## src/rtl/dlc_pkg.sv

```systemverilog
// Shared constants and configuration layout for the dual-table logic cell.
// Assumes a two-table cell; the packed layout fixes the serial load order.
package dlc_pkg;
    localparam int LUT_IN    = 3;
    localparam int LUT_DEPTH = 1 << LUT_IN;
    localparam int NUM_LUTS  = 2;
    localparam int SEL_W     = (NUM_LUTS > 1) ? $clog2(NUM_LUTS) : 1;
    localparam int CFG_LEN   = NUM_LUTS * LUT_DEPTH + 1;

    typedef logic [LUT_DEPTH-1:0] lut_table_t;

    // Table 0 is the most significant field, so it is shifted in first.
    typedef struct packed {
        lut_table_t [0:NUM_LUTS-1] tables;
        logic                      reg_out;
    } cell_cfg_t;
endpackage

```

## src/rtl/dlc_cfg_chain.sv

```systemverilog
// Serial configuration shift register for one cell.
// Assumes no reset: configuration survives functional reset by design.
module dlc_cfg_chain #(
    parameter int LEN = 17
) (
    input  logic           clk,
    input  logic           shift_en,
    input  logic           din,
    output logic [LEN-1:0] bits,
    output logic           dout
);
    // Shift one bit toward the MSB while loading.
    always_ff @(posedge clk) begin
        if (shift_en) begin
            bits <= {bits[LEN-2:0], din};
        end
    end

    assign dout = bits[LEN-1];
endmodule

```

## src/rtl/dlc_lut.sv

```systemverilog
// Generic lookup table: returns the configured entry at the given address.
// Assumes the table width is exactly 2**N.
module dlc_lut #(
    parameter int N = 3,
    localparam int DEPTH = 1 << N
) (
    input  logic [DEPTH-1:0] tbl,
    input  logic [N-1:0]     addr,
    output logic             y
);
    // Plain indexed read of the table.
    assign y = tbl[addr];
endmodule

```

## src/rtl/dlc_state_flop.sv

```systemverilog
// State flip-flop with synchronous active-low clear, load freeze and scan capture.
// Priority: clear, then freeze, then scan, then functional data.
module dlc_state_flop (
    input  logic clk,
    input  logic rst_n,
    input  logic hold,
    input  logic scan_en,
    input  logic scan_in,
    input  logic d,
    output logic q
);
    // Select the next state by priority.
    always_ff @(posedge clk) begin
        if (!rst_n) begin
            q <= 1'b0;
        end else if (hold) begin
            q <= q;
        end else if (scan_en) begin
            q <= scan_in;
        end else begin
            q <= d;
        end
    end
endmodule

```

## src/rtl/dlc_cell.sv

```systemverilog
// Dual-table programmable logic cell with a NAND-fed top address bit, a table
// select mux, an optional output register on the scan string, and two spare
// inverters. Assumes configuration is loaded before the cell is used.
module dlc_cell
    import dlc_pkg::*;
(
    input  logic       clk,
    input  logic       rst_n,
    input  logic       in_a,
    input  logic       in_b,
    input  logic       nand_x,
    input  logic       nand_y,
    input  logic       sel,
    input  logic       cfg_en,
    input  logic       cfg_din,
    output logic       cfg_dout,
    input  logic       scan_en,
    input  logic       scan_in,
    output logic       scan_out,
    output logic       cell_out,
    input  logic [1:0] inv_in,
    output logic [1:0] inv_out
);
    logic [CFG_LEN-1:0]  cfg_bits;
    cell_cfg_t           cfg;
    logic                nand_out;
    logic [LUT_IN-1:0]   lut_addr;
    logic [NUM_LUTS-1:0] lut_y;
    logic                mux_out;
    logic                state_q;
    logic [SEL_W-1:0]    sel_idx;

    // Configuration storage and serial chain.
    dlc_cfg_chain #(.LEN(CFG_LEN)) u_cfg (
        .clk      (clk),
        .shift_en (cfg_en),
        .din      (cfg_din),
        .bits     (cfg_bits),
        .dout     (cfg_dout)
    );

    assign cfg = cell_cfg_t'(cfg_bits);

    // Shared NAND term forms the top address bit of every table.
    assign nand_out = ~(nand_x & nand_y);
    assign lut_addr = {nand_out, in_b, in_a};

    // One table per configured field.
    for (genvar g = 0; g < NUM_LUTS; g++) begin : g_lut
        dlc_lut #(.N(LUT_IN)) u_lut (
            .tbl  (cfg.tables[g]),
            .addr (lut_addr),
            .y    (lut_y[g])
        );
    end

    // Table select mux.
    assign sel_idx = SEL_W'(sel);
    assign mux_out = lut_y[sel_idx];

    // State flip-flop, also a stage of the test scan string.
    dlc_state_flop u_ff (
        .clk     (clk),
        .rst_n   (rst_n),
        .hold    (cfg_en),
        .scan_en (scan_en),
        .scan_in (scan_in),
        .d       (mux_out),
        .q       (state_q)
    );

    assign scan_out = state_q;

    // Output mode: registered when configured or while loading.
    always_comb begin
        if (cfg_en || cfg.reg_out) begin
            cell_out = state_q;
        end else begin
            cell_out = mux_out;
        end
    end

    // Spare re-drive inverters (index 0 strong, index 1 weak).
    for (genvar i = 0; i < 2; i++) begin : g_inv
        assign inv_out[i] = ~inv_in[i];
    end
endmodule

```

## config.mk

```make
export PLATFORM = sky130hd
export DESIGN_NAME = dlc_cell
export DESIGN_NICKNAME = d
export VERILOG_FILES = /design/src/rtl/dlc_pkg.sv /design/src/rtl/dlc_cfg_chain.sv /design/src/rtl/dlc_lut.sv /design/src/rtl/dlc_state_flop.sv /design/src/rtl/dlc_cell.sv
export SDC_FILE = /design/constraint.sdc
export NUM_CORES = 1
export LEC_CHECK = 0
export BUFFER_PORTS_ARGS = -buffer_cell sky130_fd_sc_hd__buf_2
export CORE_ASPECT_RATIO = 0.8
export CORE_MARGIN = 2
export CORE_UTILIZATION = 45
export CTS_BUF_LIST = sky130_fd_sc_hd__clkbuf_4 sky130_fd_sc_hd__clkbuf_8 sky130_fd_sc_hd__clkbuf_16
export DETAILED_ROUTE_END_ITERATION = 6
export PLACE_DENSITY = 0.69
export SYNTH_ARGS = -nofsm -noshare
export SYNTH_HDL_FRONTEND = slang
export SYNTH_SLANG_ARGS = --single-unit
```

## constraint.sdc

```tcl
create_clock -name clk -period 1.4 [get_ports clk]
set_input_delay 0.07 -clock clk [delete_from_list [all_inputs] [get_ports clk]]
set_output_delay 0.07 -clock clk [all_outputs]
set_load 0.005 [all_outputs]
```

==> metrics.cfg <==
[run_status]
status = finished, violations left
violations = negative setup slack

[min_path]
min_path_cells = 3
hp-start = scan_en
hp-class = in -> reg

[timing]
holdWs_ns = 0.0344
fin_crit_sh = 1.25
rsz0062_at_grt = true
max_slew_margin = 0.708
tightest_slew_ns = 0.439
hold_violations = 0
setup_viol = 1
skew_ns = 0.00497
max_freq_mhz = 571
fin_crit_ns = 1.75
slew_viol_final = 0
finalWorstSetupSlack_ns = -0.353

[clock_tree]
cts_root_buffer = clkbuf_4
cts_sinks = 18
clk_pin_slew_ns = 0.10
cts_buffers = 3
htreeDepth = 1
tritoncts = yes
cts.path.max_buffers = 2
clk_latency_ns = 0.30

[synthesis]
ys_ff_latch = 18
synthSimpleGateAreaFrac = 0.0387
async_flop_share = 0
synthAdderAreaFrac = 0
synth_compound_area_frac = 0.0992
ys.flop_type = edfxtp_1
synth_mux_area_frac = 0.124
synth_top_family_by_area = multiplexers
syn_nets = 57
synth_area_um2 = 744
syn_inst = 44
synth-seq-area-share = 0.713
avgSynthCellArea_um2 = 16.9
yosysWarnings = 0
synth-xor-area-share = 0
synth_edf_count = 17
post_synth_num_cell_types = 15

[critical_path]
critPathMaxFanout = 2
end_kind = primary output
rr_startpoint = u_cfg.bits[4]
path_class = reg -> out
r2r_slack_ns = 0.05
cp-startpoint = u_cfg.bits[4]
r2r_cells = 4
required_ns = 1.33
critPathLaunchType = register
crit_arrival_ns = 1.68

[grt]
grt.overflow.total = 0
grt_use_total = 0.173
grt_pass1_vias = 508
grt_start_max_net_pins = 22
grt_pass1_wl_mm = 2.30
antenna_found_initial = 0

[floorplanning]
rows = 13
core_um2 = 1590
io_pins = 18
initial_core_util = 0.467
dieArea_um2 = 2000
die_h_um = 40.4
fp.dieW_um = 49.5

[placed_design]
dpl-instance-area_um2 = 876
dp_slack_ns = -0.0642
gp_congestion = 0.813
io_buffers = 17
hpwlAfterDp_um = 904
place_inst = 86

[route]
viasPerCell = 5.05
drc_errors = 0
totalWireLength_mm = 1.34
drt-initial-drc-count = 16
ant_nets = 0
wire_per_inst_um = 14.2
drt_first_pass_iters = 4
via_count = 475

[run]
drv_cap = 0

[layout]
stdcell_area_um2 = 942
area_delta_synth_final_pct = 26.6
layout.nets = 86
diodes = 0
final_cells = 94
drive_gt1_frac = 0.431

[pwr]
p_total_uw = 1080
ir_drop_mv = 0.636
power_per_cell_area_nw_per_um2 = 1150
p_leak_uw = 0.000384

cell type report:
class | count | area [um2]
timing repair buffer | 25 | 150
multi-input combinational | 23 | 190
fill | 150 | 652
clock buffer | 4 | 36.3
tap | 22 | 27.5
inverter | 2 | 7.51
sequential | 18 | 531
per-stage QoR:
| stage | utilization | TNS [ns] |
|---|---|---|
| 6_report | 0.591 | -0.353 |
| 5_1_grt | 0.591 | -0.431 |
| 4_1_cts | 0.582 | -0.366 |
| 3_5_place_dp | 0.549 | -0.0642 |
| 3_3_place_gp | 0.549 | -0.0471 |
| 2_1_floorplan | - | 0 |
cells by family after synthesis:
| logic type | after synthesis |
|---|---|
| AO/OA/AOI/OAI | 10 |
| buffers and inverters | 3 |
| flip-flops | 18 |
| multiplexers | 6 |
| AND/OR/NAND/NOR | 7 |
cells in the final DEF, fill, tap and decap left out, drive strengths merged:
cell / n
buf: 23
edfxtp: 17
a21oi: 4
mux2i: 4
clkbuf: 4
nand2: 3
nor2: 3
mux4: 2
a21boi: 2
inv: 2
dlygate4sd3: 2
a2bb2oi: 2
a221o: 1
nor2b: 1
o21ai: 1
dfxtp: 1
sequential cells by signal, indices dropped and copies added (netlist names):
register and count:
u_cfg.bits 17, u_ff.q 1
power breakdown:
group / internal (uW) / leakage, uW / switching, uW
Clock: 159 / 0.0000210 / 163
Sequential: 625 / 0.000175 / 16.6
Combinational: 64.9 / 0.000189 / 51.4
Total: 848 / 0.000384 / 231
worst paths after layout:
path,end
max,cell_out
min reg2reg,u_cfg.bits[16]
min,u_ff.q
max reg2reg,u_ff.q
routing by layer:
layer / vias to the layer above / GRT usage / wire length [um]
met4: 0 / 0.0694 / 13
met1: 226 / 0.205 / 659
li1: 225 / - / -
met3: 2 / 0.0858 / 87
met5: - / 0 / 0
met2: 22 / 0.277 / 577
cells in the mapped netlist (all sizes together), types with 2 or more instances:
| cell type | count | area (um2) |
|---|---|---|
| inv | 2 | 7.51 |
| nand2 | 3 | 11.3 |
| a21oi | 4 | 20.0 |
| mux4 | 2 | 52.6 |
| a2bb2oi | 2 | 23.8 |
| a21boi | 2 | 15.0 |
| mux2i | 4 | 40.0 |
| nor2 | 3 | 11.3 |
| edfxtp | 17 | 510 |
critical path: stages (launching register included):
cell,delay [ns]
edfxtp_1,0.40
mux4_2,0.47
a2bb2oi_1,0.15
a2bb2oi_2,0.16
a21oi_1,0.08
buf_2,0.12
timing repair:
action	4_1_cts	5_1_grt
hold endpoints to repair	2	0
endpoints found under the setup margin	2	2
hold buffers	2	0
setup buffers	0	2
pin swaps	3	1
resized for setup	3	0
No activity file was read; power rests on OpenSTA's default activity.
